File: config.mk
export PLATFORM = sky130hd
export DESIGN_NAME = pin_irq_detect
export DESIGN_NICKNAME = d
export VERILOG_FILES = /design/src/rtl/pin_irq_pkg.sv /design/src/rtl/pin_sync.sv /design/src/rtl/irq_cond.sv /design/src/rtl/irq_status.sv /design/src/rtl/pin_irq_detect.sv
export SDC_FILE = /design/constraint.sdc
export NUM_CORES = 1
export LEC_CHECK = 0
export ABC_CLOCK_PERIOD_IN_PS = 4100
export BUFFER_PORTS_ARGS = -buffer_cell sky130_fd_sc_hd__buf_4
export CORE_ASPECT_RATIO = 1.5
export CORE_MARGIN = 3
export CORE_UTILIZATION = 35
export CTS_BUF_LIST = sky130_fd_sc_hd__clkbuf_8
export DETAILED_ROUTE_END_ITERATION = 8
export HOLD_SLACK_MARGIN = 0.06
export PLACE_DENSITY = 0.65
export SYNTH_ARGS = -nofsm -noshare
export SYNTH_HDL_FRONTEND = slang
export SYNTH_HIERARCHICAL = 1
export SYNTH_SLANG_ARGS = --single-unit
File: constraint.sdc
create_clock -name clk -period 4.1 [get_ports clk]
set_clock_uncertainty 0.05 [all_clocks]
set_input_delay 0.41 -clock clk [delete_from_list [all_inputs] [get_ports clk]]
set_output_delay 0.41 -clock clk [all_outputs]
set_load 0.01 [all_outputs]
File: src/rtl/pin_irq_pkg.sv
package pin_irq_pkg;
  localparam int OFS_W = 12;
  localparam logic [OFS_W-1:0] OFS_SENSE  = 12'h404;
  localparam logic [OFS_W-1:0] OFS_BOTH   = 12'h408;
  localparam logic [OFS_W-1:0] OFS_POL    = 12'h40C;
  localparam logic [OFS_W-1:0] OFS_MASK   = 12'h410;
  localparam logic [OFS_W-1:0] OFS_RAW    = 12'h414;
  localparam logic [OFS_W-1:0] OFS_MASKED = 12'h418;
  localparam logic [OFS_W-1:0] OFS_CLEAR  = 12'h41C;
  localparam logic [OFS_W-1:0] OFS_ROUTE  = 12'h420;

  typedef enum logic {
    ROUTE_SUMMARY = 1'b0,
    ROUTE_PER_PIN = 1'b1
  } irq_route_e;
endpackage

File: src/rtl/pin_sync.sv
module pin_sync #(
  parameter int N_PINS = 8,
  parameter int STAGES = 2
) (
  input  logic              clk,
  input  logic              rst,
  input  logic [N_PINS-1:0] pins_i,
  output logic [N_PINS-1:0] cur_o,
  output logic [N_PINS-1:0] prev_o
);
  logic [N_PINS-1:0] stg_q [STAGES];

  generate
    for (genvar s = 0; s < STAGES; s++) begin : g_stage
      if (s == 0) begin : g_first
        always_ff @(posedge clk) begin
          if (rst) stg_q[s] <= '0;
          else     stg_q[s] <= pins_i;
        end
      end else begin : g_next
        always_ff @(posedge clk) begin
          if (rst) stg_q[s] <= '0;
          else     stg_q[s] <= stg_q[s-1];
        end
      end
    end
  endgenerate

  always_ff @(posedge clk) begin
    if (rst) prev_o <= '0;
    else     prev_o <= stg_q[STAGES-1];
  end

  assign cur_o = stg_q[STAGES-1];
endmodule

File: src/rtl/irq_cond.sv
module irq_cond #(
  parameter int N_PINS = 8
) (
  input  logic [N_PINS-1:0] cur_i,
  input  logic [N_PINS-1:0] prev_i,
  input  logic [N_PINS-1:0] sense_i,
  input  logic [N_PINS-1:0] both_i,
  input  logic [N_PINS-1:0] pol_i,
  output logic [N_PINS-1:0] hit_o
);
  generate
    for (genvar p = 0; p < N_PINS; p++) begin : g_pin
      logic rise, fall, lvl_hit, edge_hit;
      always_comb begin
        rise     = cur_i[p] & ~prev_i[p];
        fall     = ~cur_i[p] & prev_i[p];
        lvl_hit  = (cur_i[p] == pol_i[p]);
        if (both_i[p]) edge_hit = rise | fall;
        else           edge_hit = pol_i[p] ? rise : fall;
        hit_o[p] = sense_i[p] ? lvl_hit : edge_hit;
      end
    end
  endgenerate
endmodule

File: src/rtl/irq_status.sv
module irq_status #(
  parameter int N_PINS = 8
) (
  input  logic              clk,
  input  logic              rst,
  input  logic [N_PINS-1:0] hit_i,
  input  logic [N_PINS-1:0] clr_i,
  output logic [N_PINS-1:0] raw_o
);
  always_ff @(posedge clk) begin
    if (rst) raw_o <= '0;
    else     raw_o <= (raw_o & ~clr_i) | hit_i;
  end

  // a clear with no simultaneous hit empties the bit
  p_clear_r7: assert property (@(posedge clk) disable iff (rst)
    ((clr_i & ~hit_i) != '0) |=> ((raw_o & $past(clr_i & ~hit_i)) == '0));

  // a hit always lands, even against a clear
  p_hit_wins_r9: assert property (@(posedge clk) disable iff (rst)
    (hit_i != '0) |=> ((raw_o & $past(hit_i)) == $past(hit_i)));

  // bits neither hit nor cleared hold their value
  p_hold_r7: assert property (@(posedge clk) disable iff (rst)
    1'b1 |=> ((raw_o & $past(~hit_i & ~clr_i)) == ($past(raw_o) & $past(~hit_i & ~clr_i))));
endmodule

File: src/rtl/pin_irq_detect.sv
module pin_irq_detect
  import pin_irq_pkg::*;
#(
  parameter int N_PINS      = 8,
  parameter int SYNC_STAGES = 2,
  parameter int ADDR_W      = OFS_W
) (
  input  logic              clk,
  input  logic              rst,
  input  logic [ADDR_W-1:0] bus_addr,
  input  logic              bus_wr,
  input  logic [N_PINS-1:0] bus_wdata,
  output logic [N_PINS-1:0] bus_rdata,
  input  logic [N_PINS-1:0] pins_in,
  output logic              irq_combined,
  output logic [N_PINS-1:0] irq_pin
);
  localparam logic [ADDR_W-1:0] A_SENSE  = ADDR_W'(OFS_SENSE);
  localparam logic [ADDR_W-1:0] A_BOTH   = ADDR_W'(OFS_BOTH);
  localparam logic [ADDR_W-1:0] A_POL    = ADDR_W'(OFS_POL);
  localparam logic [ADDR_W-1:0] A_MASK   = ADDR_W'(OFS_MASK);
  localparam logic [ADDR_W-1:0] A_RAW    = ADDR_W'(OFS_RAW);
  localparam logic [ADDR_W-1:0] A_MASKED = ADDR_W'(OFS_MASKED);
  localparam logic [ADDR_W-1:0] A_CLEAR  = ADDR_W'(OFS_CLEAR);
  localparam logic [ADDR_W-1:0] A_ROUTE  = ADDR_W'(OFS_ROUTE);

  logic [N_PINS-1:0] sense_q, both_q, pol_q, mask_q;
  irq_route_e        route_q;
  logic [N_PINS-1:0] cur_s, prev_s, hit_s, clr_s, raw_s, masked_s;
  logic [N_PINS-1:0] rd_mux;

  pin_sync #(.N_PINS(N_PINS), .STAGES(SYNC_STAGES)) u_sync (
    .clk(clk), .rst(rst), .pins_i(pins_in), .cur_o(cur_s), .prev_o(prev_s)
  );

  irq_cond #(.N_PINS(N_PINS)) u_cond (
    .cur_i(cur_s), .prev_i(prev_s), .sense_i(sense_q), .both_i(both_q),
    .pol_i(pol_q), .hit_o(hit_s)
  );

  irq_status #(.N_PINS(N_PINS)) u_status (
    .clk(clk), .rst(rst), .hit_i(hit_s), .clr_i(clr_s), .raw_o(raw_s)
  );

  assign clr_s    = (bus_wr && bus_addr == A_CLEAR) ? bus_wdata : '0;
  assign masked_s = raw_s & mask_q;

  always_ff @(posedge clk) begin
    if (rst) begin
      sense_q <= '0;
      both_q  <= '0;
      pol_q   <= '0;
      mask_q  <= '0;
      route_q <= ROUTE_SUMMARY;
    end else if (bus_wr) begin
      case (bus_addr)
        A_SENSE: sense_q <= bus_wdata;
        A_BOTH:  both_q  <= bus_wdata;
        A_POL:   pol_q   <= bus_wdata;
        A_MASK:  mask_q  <= bus_wdata;
        A_ROUTE: route_q <= irq_route_e'(bus_wdata[0]);
        default: ;
      endcase
    end
  end

  always_comb begin
    case (bus_addr)
      A_SENSE:  rd_mux = sense_q;
      A_BOTH:   rd_mux = both_q;
      A_POL:    rd_mux = pol_q;
      A_MASK:   rd_mux = mask_q;
      A_RAW:    rd_mux = raw_s;
      A_MASKED: rd_mux = masked_s;
      A_ROUTE:  rd_mux = N_PINS'(route_q);
      default:  rd_mux = '0;
    endcase
  end

  always_ff @(posedge clk) begin
    if (rst) begin
      bus_rdata    <= '0;
      irq_combined <= 1'b0;
      irq_pin      <= '0;
    end else begin
      bus_rdata <= rd_mux;
      if (route_q == ROUTE_PER_PIN) begin
        irq_pin      <= masked_s;
        irq_combined <= 1'b0;
      end else begin
        irq_pin      <= '0;
        irq_combined <= |masked_s;
      end
    end
  end

  // reset clears outputs and configuration
  p_reset_r1: assert property (@(posedge clk)
    rst |=> (!irq_combined && irq_pin == '0 && sense_q == '0 && mask_q == '0));

  // the two routing styles never drive together
  p_route_excl_r10: assert property (@(posedge clk) disable iff (rst)
    !(irq_combined && (irq_pin != '0)));

  // an unmasked line never reaches a per-line output
  p_masked_only_r6: assert property (@(posedge clk) disable iff (rst)
    1'b1 |=> ((irq_pin & ~$past(mask_q)) == '0));
endmodule

Yosys cells after proc, flatten, opt, wreduce, memory -nomap -nowiden
Memories as Yosys holds them, arrays and structs flattened.
Cells that the tools add are included.
W data, S select, Z words.
{"block": "totals", "register_bits": 66, "latchBits": 0, "ram_bits": 16, "mem_bits_ro": 0, "input_bits": 31, "elab_cells": 114, "mem_count": 1}
{"block": "classes", "addsub": 0, "mul": 0, "div": 0, "n_lt_le_gt_ge": 0, "n_eq_ne": 16, "n_shift": 0, "mux": 31, "bitwise": 47, "reduce_logical": 9}
{"memory": "u_sync.stg_q", "depth": 2, "width": 8, "read_ports": 2, "rd_clocked_by_memory_dff": 0, "wr": 2, "line": "pin_sync.sv:11", "text": "logic [N_PINS-1:0] stg_q [STAGES];"}
{"op": "$eq A12 B11 Y1 const B", "n": 8}
{"op": "$pmux W8 S7", "n": 1}
{"op": "$mux W1", "n": 27}
{"op": "$mux W8", "n": 3}
{"op": "$not A1 Y1", "n": 17}
{"op": "$and A1 B1 Y1", "n": 16}
{"op": "$and A8 B8 Y8", "n": 2}
{"op": "$or A1 B1 Y1", "n": 10}
{"op": "$reduce_and A2 Y1", "n": 5}
{"op": "$eq A1 B1 Y1", "n": 8}
{"op": "$not A8 Y8", "n": 1}
{"op": "$or A8 B8 Y8", "n": 1}
{"op": "$reduce_or A8 Y1", "n": 1}
{"op": "$reduce_or A2 Y1", "n": 2}
{"op": "$logic_and A1 B1 Y1", "n": 1}

Logic depth before layout (Yosys ltp)
{"block": "logic_depth", "depth_word": 6, "depth_mapped": 7}

By module
The synthesis kept the hierarchy.
{"module": "pin_irq_detect", "n_inst": 1, "cells_per_inst": 255, "area_each_um2": 2397.3, "seq_area_each_um2": 1001.0}
{"module": "pin_sync", "n_inst": 1, "cells_per_inst": 50, "area_each_um2": 693.2, "seq_area_each_um2": 480.5}
{"module": "irq_cond", "n_inst": 1, "cells_per_inst": 80, "area_each_um2": 560.5, "seq_area_each_um2": 0.0}
{"module": "irq_status", "n_inst": 1, "cells_per_inst": 33, "area_each_um2": 381.6, "seq_area_each_um2": 160.2}

Worst setup path after synthesis
Ideal clock, no wire load.
{"block": "synth_path", "kind": "input -> register", "startpoint": "in bus_addr[7]", "endpoint": "reg u_status.raw_o[7]", "setup_time_ns": 0.113, "t_arrival_ns": 2.042, "t_required_ns": 3.937, "slack_ns": 1.894, "cell_stages": 7, "path_buffers": 1, "cell_sequence": "or4_4 -> buf_6 -> or2_2 -> nor4_4 -> and2_1 -> nand2b_4 -> a21oi_2"}
{"block": "synth_between", "elab_chain_len": 6}
{"item": "start, declared", "line": "pin_irq_detect.sv:10", "text": "input logic [ADDR_W-1:0] bus_addr,"}
{"item": "$eq A12 B11 Y1", "line": "pin_irq_detect.sv:45", "text": "assign clr_s = (bus_wr && bus_addr == A_CLEAR) ? bus_wdata : '0;"}
{"item": "$logic_and A1 B1 Y1", "line": "pin_irq_detect.sv:45"}
{"item": "$mux W8", "line": "pin_irq_detect.sv:45"}
{"item": "named net clr_s[7]", "line": "pin_irq_detect.sv:29", "text": "logic [N_PINS-1:0] cur_s, prev_s, hit_s, clr_s, raw_s, masked_s;"}
{"item": "$not A8 Y8", "line": "irq_status.sv:12", "text": "else raw_o <= (raw_o & ~clr_i) | hit_i;"}
{"item": "$and A8 B8 Y8", "line": "irq_status.sv:12"}
{"item": "$or A8 B8 Y8", "line": "irq_status.sv:12"}
{"item": "end signal, assigned", "line": "irq_status.sv:12"}
{"item": "end, declared", "line": "irq_status.sv:8", "text": "output logic [N_PINS-1:0] raw_o"}
The timed path passes the listed nets, and every way through them passes these cells.
A chain may end at the register's enable or synchronous reset.

Worst setup path after layout
{"block": "layout_path", "startpoint": "in bus_addr[7]", "endpoint": "reg u_status.raw_o[4]"}
Same word-level chain as after synthesis.

==> run metrics <==
via count about 3000; Ant. Diodes 0; fin crit period approximately 2.3 ns; Logic pwr share about 6.5%; DRT antenna net count 0; Post-Place Cell Area roughly 4500 µm²; port bufs 47; fin. max-slew vios 0; number of flops mapped to enable cells by yosys 0; clock root buffer clkbuf_8; CTS tree built; 1st-iter DRT viols 74; most common flop cell mapped by yosys dfxtp_1; Crit path required time ~4.3 ns; PwrDens roughly 340 nW/µm²; Remaining DRCs 0; drt first pass iters 4; Switching Power around 0.34 mW; DRT Wirelength between 8 and 9 mm; CTS Buf Count 9; Warnings, synthesis 6; Hold Fails Final Rpt 0; post-synth cell types 43; top-count cell post-synth dfxtp_1; GRT overflow 0; CP max FO 8; most frequent cells after synthesis 82 x dfxtp_1, 37 x nor2_1, 33 x mux2i_1; Pint 1.257 mW; largest cells by area after synthesis dfxtp_1 41%, mux2i_1 8.2%, ha_1 5.0%; Cell Area, Synth approximately 4000 µm²; Setup Buffers After CTS 0; status completed; standard-cell row count 47; Core Region about 11000 µm²; vias per cell roughly 4.8; f_max ~430 MHz; worst hold path class input port to flip-flop; Die X 93.64 µm; average wire per standard cell between 10 and 15 µm; Pleak around 1.8 nW; Post-Syn Instances approximately 420; Arr. time, crit path 2.46 ns; total power 1.594 mW; first-pass GRT wire length 14.63 mm; Switching Fraction between 20% and 30%; setup TNS 0 ns; biggest area consumer among synthesized cells dfxtp_1; RSZ-0062 raised after global routing false; critical path class input port to flip-flop; sequential power share 51.2%; Crit-path slowest cell or4_4; GPL Wtd Cong around 0.85; DP Wirelength between 6 and 7 mm; final setup fails 0; die area 12870 µm²; Crit path largest cell delay 0.61 ns; clock power share a little over two fifths; Tcrit/Tclk final approximately 56%; worst skew pair latency roughly 0.35 ns; critical path launch point type input port; register area share after synthesis between 40% and 50%; Nets between 500 and 600; chip height roughly 140 µm; initial antenna violation count 0; Post-Syn Nets roughly 470; Layout area overhead 17.25%; Clock Pin Slew Worst Setup and Hold Paths ~0.08 ns; area share of the largest cell type after synthesis 40.71%; H-Tree Depth 3; actual slew at the worst max-slew pin between 0.9 and 1 ns; Async S/R FF share, synth 0%; CP Capture Type flip-flop; effective utilization at floorplan between 30% and 40%; CTS sink count 82; syn_area_per_cell roughly 9.6 µm²; #FFs+latches synth 82; largest net degree at the start of global routing 76; Cell Chain, Critical Path buf_4 -> or4_4 -> or2_2 -> nor4_4 -> and2_1 -> nand2b_4 -> a21oi_2; Worst VDD drop around 0.16 mV; CTS resizes 0; Hold-fix buffers, CTS 0; vias in the first global route approximately 3100; total of max-cap violations 0; share of cells above drive strength 1 between 20% and 30%; CTS Buffer Depth 2; layout filler cell count between 1000 and 1500; Ports 48; Design Area, Final 4728 µm²; Max transition margin a little under two fifths; All-Layer GR Usage between 10% and 20%
kinds of logic (layout without fill, tap and decap cells):
family | after synthesis | in the layout | share of synthesized area (%)
flops | 82 | 82 | 40.71
xor+xnor | 8 | 8 | 1.738
fa+ha+maj | 16 | 16 | 4.964
mux | 54 | 54 | 14.06
simple gates | 161 | 161 | 25.47
buf+inv | 43 | 93 | 4.902
compound gates | 54 | 54 | 8.160
area by class of cell:
class | count | area [µm²] | area share (%)
clock inverters | 7 | 108.9 | 2.302
multi-input cells | 293 | 2193 | 46.39
clock buffers | 9 | 123.9 | 2.620
repair buffers | 50 | 375.4 | 7.939
flip-flops and latches | 82 | 1642 | 34.72
inverters | 27 | 101.3 | 2.143
well taps | 147 | 183.9 | 3.890
metrics by stage:
stage	worst slack (ns)	utilization [%]	std cells	hold slack (ns)
final	1.799	42.32	615	0.2169
after global routing	1.767	42.32	615	0.2070
after CTS	1.850	42.32	615	0.1927
after detailed placement	1.456	40.24	599	0.3693
after global placement	1.484	40.24	599	0.3655
after floorplan	1.894	-	418	0.3609
state kept, by name (all words and copies together), names as in the netlist:
name	cells
u_sync/stg_q	16
both_q	8
bus_rdata	8
irq_pin	8
mask_q	8
pol_q	8
sense_q	8
u_status/raw_o	8
u_sync/prev_o	8
irq_combined	1
route_q	1
power groups by stage:
stage / Sequential [mW] / Clock, mW / Combinational, mW
2_1_floorplan: 0.834 / 0 / 0.0660
3_3_place_gp: 0.835 / 0 / 0.102
3_5_place_dp: 0.836 / 0 / 0.104
4_1_cts: 0.817 / 0.700 / 0.105
5_1_grt: 0.818 / 0.727 / 0.115
6_report: 0.817 / 0.674 / 0.104
layout by cell type (no fill, tap or decap), types with 3 or more instances in the layout:
cell       count
nand2b_4       8
clkbuf_8       9
nor4_4         4
mux2i_1       33
mux2_1         8
and2b_1        4
xnor2_1        8
nand3b_1       4
o21ai_1        8
o21ai_0        9
inv_1         28
nand4_1        3
nand2b_1      23
mux2_2        13
bufinv_16      3
a22oi_1        7
dfxtp_1       82
nand2_1       32
ha_1          16
nor3b_1        4
nor2b_2       14
buf_4         50
and2_1         8
a21oi_2        8
a21oi_1       18
nor2b_1        6
clkinv_2       3
nor2_1        37
routing by layer:
metal  up-vias  global-route usage, %  routed length (µm)
li1       1489                      -                   -
met1      1366                  16.19                3743
met2        77                  24.83                4252
met3        24                  3.388                 416
met4         0                  9.398                 316
met5         -                      0                   0
critical path, delay by kind of cell:
kind            cells  cell delay [ns]
compound gates      1             0.05
simple gates        5             1.89
buf+inv             1             0.11
worst paths after layout:
path,from,endpoint,slack [ns],cells after the start
max,bus_addr[7],u_status/raw_o[4]$_SDFF_PP0_,1.80,7
max reg2reg,u_sync/stg_q[1][2]$_SDFF_PP0_,u_status/raw_o[2]$_SDFF_PP0_,2.66,7
min,pins_in[6],u_sync/stg_q[0][6]$_SDFF_PP0_,0.22,2
min reg2reg,u_sync/stg_q[0][5]$_SDFF_PP0_,u_sync/stg_q[1][5]$_SDFF_PP0_,0.39,1
Power figures use the tool's default switching activity.
